$ cat config.mk
export PLATFORM = sky130hd
export DESIGN_NAME = scalar_cmpimm_unit
export DESIGN_NICKNAME = d
export VERILOG_FILES = /design/src/rtl/scu_pkg.sv /design/src/rtl/scu_compare.sv /design/src/rtl/scu_bittest.sv /design/src/rtl/scu_immop.sv /design/src/rtl/scalar_cmpimm_unit.sv
export SDC_FILE = /design/constraint.sdc
export NUM_CORES = 1
export LEC_CHECK = 0
export ABC_CLOCK_PERIOD_IN_PS = 5900
export BUFFER_PORTS_ARGS = -buffer_cell sky130_fd_sc_hd__clkbuf_2
export CORE_ASPECT_RATIO = 1.75
export CORE_MARGIN = 2
export CORE_UTILIZATION = 57
export CTS_BUF_LIST = sky130_fd_sc_hd__clkbuf_4 sky130_fd_sc_hd__clkbuf_8 sky130_fd_sc_hd__clkbuf_16
export CTS_CLUSTER_DIAMETER = 120
export DETAILED_ROUTE_END_ITERATION = 16
export PLACE_DENSITY = 0.86
export SETUP_SLACK_MARGIN = 0.4
export SYNTH_ARGS = -nofsm -noshare
export SYNTH_HDL_FRONTEND = slang
export SYNTH_SLANG_ARGS = --single-unit
$ cat constraint.sdc
create_clock -name clk -period 5.9 [get_ports clk]
set_input_delay 0.295 -clock clk [delete_from_list [all_inputs] [get_ports clk]]
set_output_delay 0.295 -clock clk [all_outputs]
set_load 0.005 [all_outputs]
$ cat src/rtl/scu_pkg.sv
package scu_pkg;

  localparam int OP_W = 6;

  typedef enum logic [2:0] {
    KIND_CMP,
    KIND_MOVI,
    KIND_CMOVI,
    KIND_ADDI,
    KIND_MULI,
    KIND_BT32,
    KIND_BT64,
    KIND_BAD
  } kind_e;

  typedef struct packed {
    kind_e      kind;
    logic       sgn;      // signed compare
    logic       use_imm;  // right operand is the immediate
    logic [2:0] cond;     // 0 eq,1 ne,2 gt,3 ge,4 lt,5 le
    logic       bit_val;  // wanted bit value for bit tests
  } dec_t;

  function automatic dec_t decode_op(input logic [OP_W-1:0] op);
    dec_t d;
    d.kind    = KIND_CMP;
    d.sgn     = ~op[3];
    d.use_imm = op[4];
    d.cond    = op[2:0];
    d.bit_val = op[0];
    if (op[5]) begin
      d.kind = KIND_BAD;
    end else if (op[2:1] == 2'b11) begin
      unique case (op[4:3])
        2'b00: d.kind = op[0] ? KIND_CMOVI : KIND_MOVI;
        2'b01: d.kind = op[0] ? KIND_MULI  : KIND_ADDI;
        2'b10: d.kind = KIND_BT32;
        default: d.kind = KIND_BT64;
      endcase
    end
    return d;
  endfunction

endpackage

$ cat src/rtl/scu_compare.sv
module scu_compare #(
  parameter int W = 32
) (
  input  logic [W-1:0] lhs,
  input  logic [W-1:0] rhs,
  input  logic         is_signed,
  input  logic [2:0]   cond,
  output logic         hit
);
  logic eq, lt;

  always_comb begin
    eq = (lhs == rhs);
    if (is_signed) lt = ($signed(lhs) < $signed(rhs));
    else           lt = (lhs < rhs);
    unique case (cond)
      3'd0:    hit = eq;
      3'd1:    hit = ~eq;
      3'd2:    hit = ~lt & ~eq;
      3'd3:    hit = ~lt;
      3'd4:    hit = lt;
      3'd5:    hit = lt | eq;
      default: hit = 1'b0;
    endcase
  end
endmodule

$ cat src/rtl/scu_bittest.sv
module scu_bittest #(
  parameter int SRC_W = 32,
  localparam int IDX_W = $clog2(SRC_W)
) (
  input  logic [SRC_W-1:0] src,
  input  logic [IDX_W-1:0] idx,
  input  logic             want,
  output logic             hit
);
  always_comb hit = (src[idx] == want);
endmodule

$ cat src/rtl/scu_immop.sv
module scu_immop #(
  parameter int W = 32
) (
  input  scu_pkg::kind_e kind,
  input  logic [W-1:0]   dst_val,
  input  logic [W-1:0]   imm_x,
  input  logic           scc,
  output logic [W-1:0]   res,
  output logic           res_we
);
  import scu_pkg::*;
  logic [W-1:0] sum, prod;

  always_comb begin
    sum  = dst_val + imm_x;
    prod = dst_val * imm_x;
    res    = '0;
    res_we = 1'b0;
    unique case (kind)
      KIND_MOVI:  begin res = imm_x; res_we = 1'b1; end
      KIND_CMOVI: begin res = scc ? imm_x : dst_val; res_we = scc; end
      KIND_ADDI:  begin res = sum;  res_we = 1'b1; end
      KIND_MULI:  begin res = prod; res_we = 1'b1; end
      default:    begin res = '0;   res_we = 1'b0; end
    endcase
  end
endmodule

$ cat src/rtl/scalar_cmpimm_unit.sv
module scalar_cmpimm_unit #(
  parameter int DATA_W = 32,
  parameter int IMM_W  = 16
) (
  input  logic                     clk,
  input  logic                     rst_n,
  input  logic                     in_valid,
  output logic                     in_ready,
  input  logic [scu_pkg::OP_W-1:0] in_op,
  input  logic [DATA_W-1:0]        in_opa,
  input  logic [DATA_W-1:0]        in_opa_hi,
  input  logic [DATA_W-1:0]        in_opb,
  input  logic [IMM_W-1:0]         in_imm,
  input  logic                     in_scc,
  output logic                     out_valid,
  input  logic                     out_ready,
  output logic [DATA_W-1:0]        out_result,
  output logic                     out_res_we,
  output logic                     out_scc,
  output logic                     out_scc_we,
  output logic                     out_illegal
);
  import scu_pkg::*;

  localparam int EXT_W = DATA_W - IMM_W;

  dec_t              dec;
  logic [DATA_W-1:0] imm_x, cmp_rhs, imm_res;
  logic              imm_we, cmp_hit;
  logic [1:0]        bt_hit;
  logic              accept;

  logic [DATA_W-1:0] nx_result;
  logic              nx_res_we, nx_scc, nx_scc_we, nx_illegal;

  assign dec     = decode_op(in_op);
  assign imm_x   = {{EXT_W{in_imm[IMM_W-1]}}, in_imm};
  assign cmp_rhs = dec.use_imm ? imm_x : in_opb;

  scu_compare #(.W(DATA_W)) u_cmp (
    .lhs(in_opa), .rhs(cmp_rhs), .is_signed(dec.sgn),
    .cond(dec.cond), .hit(cmp_hit)
  );

  for (genvar g = 0; g < 2; g++) begin : g_bt
    localparam int SW = DATA_W << g;
    localparam int IW = $clog2(SW);
    logic [SW-1:0] src;
    if (g == 0) begin : g_narrow
      assign src = in_opa;
    end else begin : g_wide
      assign src = {in_opa_hi, in_opa};
    end
    scu_bittest #(.SRC_W(SW)) u_bt (
      .src(src), .idx(in_opb[IW-1:0]), .want(dec.bit_val), .hit(bt_hit[g])
    );
  end

  scu_immop #(.W(DATA_W)) u_imm (
    .kind(dec.kind), .dst_val(in_opa), .imm_x(imm_x), .scc(in_scc),
    .res(imm_res), .res_we(imm_we)
  );

  always_comb begin
    nx_result  = imm_res;
    nx_res_we  = imm_we;
    nx_scc     = in_scc;
    nx_scc_we  = 1'b0;
    nx_illegal = 1'b0;
    unique case (dec.kind)
      KIND_CMP:  begin nx_scc = cmp_hit;   nx_scc_we = 1'b1; end
      KIND_BT32: begin nx_scc = bt_hit[0]; nx_scc_we = 1'b1; end
      KIND_BT64: begin nx_scc = bt_hit[1]; nx_scc_we = 1'b1; end
      KIND_BAD:  begin nx_illegal = 1'b1; nx_result = '0; nx_res_we = 1'b0; end
      default:   ;
    endcase
  end

  assign in_ready = ~out_valid | out_ready;
  assign accept   = in_valid & in_ready;

  always_ff @(posedge clk) begin
    if (!rst_n) begin
      out_valid   <= 1'b0;
      out_result  <= '0;
      out_res_we  <= 1'b0;
      out_scc     <= 1'b0;
      out_scc_we  <= 1'b0;
      out_illegal <= 1'b0;
    end else if (accept) begin
      out_valid   <= 1'b1;
      out_result  <= nx_result;
      out_res_we  <= nx_res_we;
      out_scc     <= nx_scc;
      out_scc_we  <= nx_scc_we;
      out_illegal <= nx_illegal;
    end else if (out_ready) begin
      out_valid   <= 1'b0;
    end
  end

  // flag-writing results never write data
  p_flag_only_r3: assert property (@(posedge clk) disable iff (!rst_n)
    out_valid && out_scc_we |-> !out_res_we && out_result == '0);

  // illegal results write nothing
  p_illegal_quiet_r10: assert property (@(posedge clk) disable iff (!rst_n)
    out_valid && out_illegal |-> !out_res_we && !out_scc_we);

  // accepted work is presented after one edge
  p_latency_r11: assert property (@(posedge clk) disable iff (!rst_n)
    in_valid && in_ready |=> out_valid);

  // stalled outputs are frozen
  p_stall_hold_r12: assert property (@(posedge clk) disable iff (!rst_n)
    out_valid && !out_ready |=> out_valid && $stable(out_result) &&
      $stable(out_scc) && $stable(out_res_we) && $stable(out_scc_we) &&
      $stable(out_illegal));

  // load immediate sign-extends
  p_movi_sext_r5: assert property (@(posedge clk) disable iff (!rst_n)
    in_valid && in_ready && in_op == 6'd6 |=>
      out_res_we && out_result == {{EXT_W{$past(in_imm[IMM_W-1])}}, $past(in_imm)});

  // conditional load with flag clear keeps the destination
  p_cmov_keep_r6: assert property (@(posedge clk) disable iff (!rst_n)
    in_valid && in_ready && in_op == 6'd7 && !in_scc |=>
      !out_res_we && out_result == $past(in_opa));
endmodule

==> PnR_summary.wiki <==
{| class="wikitable"
! Metric !! Value
|-
| Hold slack || ~0.25 ns
|-
| Die Width || ~140 um
|-
| Post-detailed-routing wire length || around 70000 um
|-
| Area inside the core boundary || between 0.02 and 0.03 sq mm
|-
| Total non-filler cell area in the finished layout || roughly 0.022 sq mm
|-
| Average detailed-routed wire length per instance || 25.8 um
|-
| Worst-case headroom to the max-slew limit || slightly above 20%
|-
| Proportion of register bits with asynchronous set or reset after synthesis || 0%
|-
| Simple-gate area share of the yosys netlist || 16.5%
|-
| Arrival time of the worst setup path || approximately 6.0 ns
|-
| Antenna Nets Post-Route || 0
|-
| Global-route wire length before repair || 104000 um
|-
| Post-route fraction of the period consumed by the critical path || 98.9%
|-
| Endpoint type of the worst setup path || flop
|-
| # DRC || 0
|-
| Area fraction in compound gates after synthesis || 13.0%
|-
| Y dimension of the die || 234 um
|-
| Pin count of the biggest net entering global routing || 31
|-
| Final Skew || 0.00490 ns
|-
| Number of pins exceeding their max-slew limit in the final report || 0
|-
| Cts-stage hold buffer count || 0
|-
| Grt met1 use || between 40% and 50%
|-
| Routing layer with the top usage in global route || met2
|-
| Residual overflow from global routing || 0
|-
| Run status || finished, final reports clean
|-
| CP Launch Type || input pin
|-
| Dominant synthesized flop cell || dfxtp_1
|-
| Main area contributors after synthesis || fa_1 35%, ha_1 11%, inv_1 9.1%
|-
| Post-synth top area cell || fa_1
|-
| Antenna violations before repair || 2
|-
| Global-route track usage on met2 || about 75%
|-
| Worst-skew pair later-pin latency || a little under 0.3 ns
|-
| Port Buffer Count || 160
|-
| Distinct cell type count after synthesis || 70
|-
| CTS sink cnt || 37
|-
| Initial core utilization || 57.5%
|-
| Type of the most critical hold path || input pin to flop
|-
| Maximum capacitance violations || 0
|-
| Number of vias per cell after detailed routing || between 6 and 7
|-
| Final weighted congestion in routability-driven placement || between 1 and 1.5
|-
| Area growth from synthesis to layout || 26.8%
|-
| Std-Cell Rows || between 80 and 90
|-
| Required time reported for the critical path endpoint || ~6 ns
|-
| Maximum fanout along the worst path || 9
|-
| Synth top area share || 35.4%
|-
| Count of flip-flops with a built-in enable after synthesis || 0
|-
| GR met3 Demand/Resource || about 8.3%
|-
| Fraction of the mapped netlist area in adder cells || about 47%
|-
| Bufs on Longest Clock Path || 2
|-
| TritonCTS clock tree || built
|-
| Hpwl dp || around 53000 um
|-
| Fraction of final layout cells sized beyond drive strength 1 || a little over a quarter
|-
| Register bit total from synthesis || 37
|-
| Area enclosed by the die boundary || roughly 0.032 sq mm
|-
| Vias post-DR || 17500
|-
| Overall fraction of global-route tracks in use || between 40 and 50%
|-
| Number of global-route vias before repair || 18900
|-
| Part of the Yosys area used for sequential elements || 4.30%
|-
| Final nets || between 2000 and 3000
|-
| Violation count after the first detailed-routing iteration || around 1600
|-
| Placed Instance Area || 0.0201 sq mm
|-
| Clock-pin slew on the worst setup and hold paths || roughly 0.070 ns
|-
| Nets in the synthesized netlist || around 2700
|-
| Avg Synthesized Cell Area || between 8 and 9 sq um
|-
| Count of final hold-check violations || 0
|-
| Total number of yosys warnings || 0
|-
| Top Ports || 161
|-
| Multiplexer share of the synthesized area || between 3 and 4%
|-
| Cell area after synthesis || approximately 0.017 sq mm
|-
| Maximum level of the CTS H-tree || 2
|-
| Xor-xnor portion of the synthesized cell area || 3.86%
|-
| Final critical-path required period || 5.83 ns
|-
| Max Fclk || approximately 170 MHz
|-
| Post-Synthesis Cells || 2069
|-
| Combinational family with the most area after synthesis || adder cells
|-
| Critical path type || input pin to flop
|-
| First-pass iteration count of the detailed router || 6
|-
| Total setup violations reported at the end of the flow || 0
|-
| Root buf cell || clkbuf_16
|-
| Pin slew with the least headroom to its limit || 1.18 ns
|-
| Inserted Clock Buffers || 5
|-
| RSZ-0062 raised after global routing || true
|}
-- logic make-up (layout without fill, tap and decap cells) --
family | Yosys count | in the layout
simple gates | 591 | 591
other cells | 0 | 1
buf+inv | 521 | 857
compound gates | 342 | 342
flops | 37 | 37
xor+xnor | 76 | 76
mux | 40 | 40
fa+ha+maj | 462 | 462
-- worst max-delay path, stage by stage --
cell and delay [ns]:
buf_12 0.12, buf_12 0.13, buf_12 0.14, and2_4 0.14, fa_1 0.52, inv_2 0.05
fa_1 0.45, fa_1 0.52, inv_2 0.05, fa_1 0.50, fa_1 0.50, inv_1 0.05
fa_1 0.52, inv_2 0.07, ha_4 0.26, a2111oi_4 0.33, o21ai_1 0.13, a311oi_1 0.28
nor2_1 0.11, or3_1 0.37, a31o_2 0.26, a21oi_2 0.10, a211oi_1 0.06
-- path summary, 6_finish.rpt --
| kind | from | end | slack, ns | cells past startpoint |
|---|---|---|---|---|
| max reg2reg | out_valid | out_result[23] | 3.68 | 9 |
| min reg2reg | out_illegal | out_illegal | 0.48 | 2 |
| min | in_valid | out_valid | 0.25 | 3 |
| max | in_imm[6] | out_result[26] | 0.07 | 23 |
-- synthesized netlist by cell type (all sizes together), types with 3 or more instances --
library cell / count
o22ai: 3
o21ai: 84
nand2: 269
a221oi: 17
a221o: 3
a21o: 25
nor3: 19
nand4: 14
o21bai: 9
dfxtp: 37
nand3: 28
o2111ai: 6
a21oi: 92
and2: 159
a31oi: 23
nor2: 52
a22oi: 7
a222oi: 5
a211o: 3
a211oi: 15
o2bb2ai: 3
nor4: 4
clkbuf: 93
or3: 8
or2: 4
buf: 8
o21a: 7
xor2: 22
ha: 157
a2111oi: 3
nand2b: 11
a311oi: 5
fa: 305
nor2b: 7
mux2i: 19
o211ai: 15
and3: 12
mux4: 20
xnor2: 54
inv: 420
o31ai: 3
-- flip-flops by register name, indices dropped and copies added (netlist names) --
name / flops
out_result: 32
out_valid: 1
out_illegal: 1
out_res_we: 1
out_scc: 1
out_scc_we: 1
-- stage by stage --
step	setup WS (ns)	setup TNS [ns]	cells	utilization [%]
2_1_floorplan	0.365	0	2069	-
5_1_grt	-0.105	-0.351	2792	72.9
3_5_place_dp	-0.405	-3.43	2725	67.2
6_report	0.0675	0	2793	72.9
4_1_cts	0.178	0	2783	70.8
3_3_place_gp	-0.302	-2.67	2725	67.2
-- cell type report --
| cell class | count | area [sq um] |
|---|---|---|
| antenna | 1 | 2.50 |
| clock inverter | 3 | 22.5 |
| fill | 2123 | 8110 |
| sequential | 37 | 741 |
| multi-input combinational | 1511 | 15400 |
| inverter | 420 | 1580 |
| timing repair buffer | 429 | 3530 |
| clock buffer | 5 | 125 |
| tap | 387 | 484 |
-- per-layer routing --
metal / vias up / wire [um]
li1: 7274 / -
met5: - / 12
met1: 8445 / 21300
met4: 2 / 9630
met3: 565 / 6940
met2: 1258 / 34100
-- cell usage in the layout (no fill, tap or decap), types with 12 or more instances in the layout --
cell type / Yosys / routed
inv_1: 419 / 397
dfxtp_1: 37 / 37
ha_1: 157 / 135
nor2_1: 52 / 48
inv_2: 1 / 22
a21oi_1: 92 / 69
o21ai_0: 72 / 68
clkbuf_2: 0 / 131
nand2_1: 268 / 257
fa_1: 305 / 281
nand3_1: 28 / 25
o211ai_1: 14 / 14
o21ai_1: 12 / 12
nand2_2: 1 / 12
nand4_1: 14 / 14
xnor2_1: 54 / 50
nor3_1: 19 / 17
buf_12: 1 / 23
ha_4: 0 / 18
buf_6: 2 / 22
a21o_1: 25 / 25
fa_2: 0 / 24
a21oi_2: 0 / 21
a31oi_1: 21 / 19
mux2i_1: 19 / 19
and2_1: 159 / 148
buf_4: 0 / 220
xor2_1: 22 / 20
-- timing repair --
action                     in CTS  in global routing
pin swaps                      41                 76
resized for setup             122                138
hold endpoints to repair        0                  0
buffers inserted               48                  5
setup endpoints to repair      17                 22
cloned                          2                  4
Power is not shown: default switching activity piles up to over one toggle a cycle in this logic, so the estimate is an artifact.
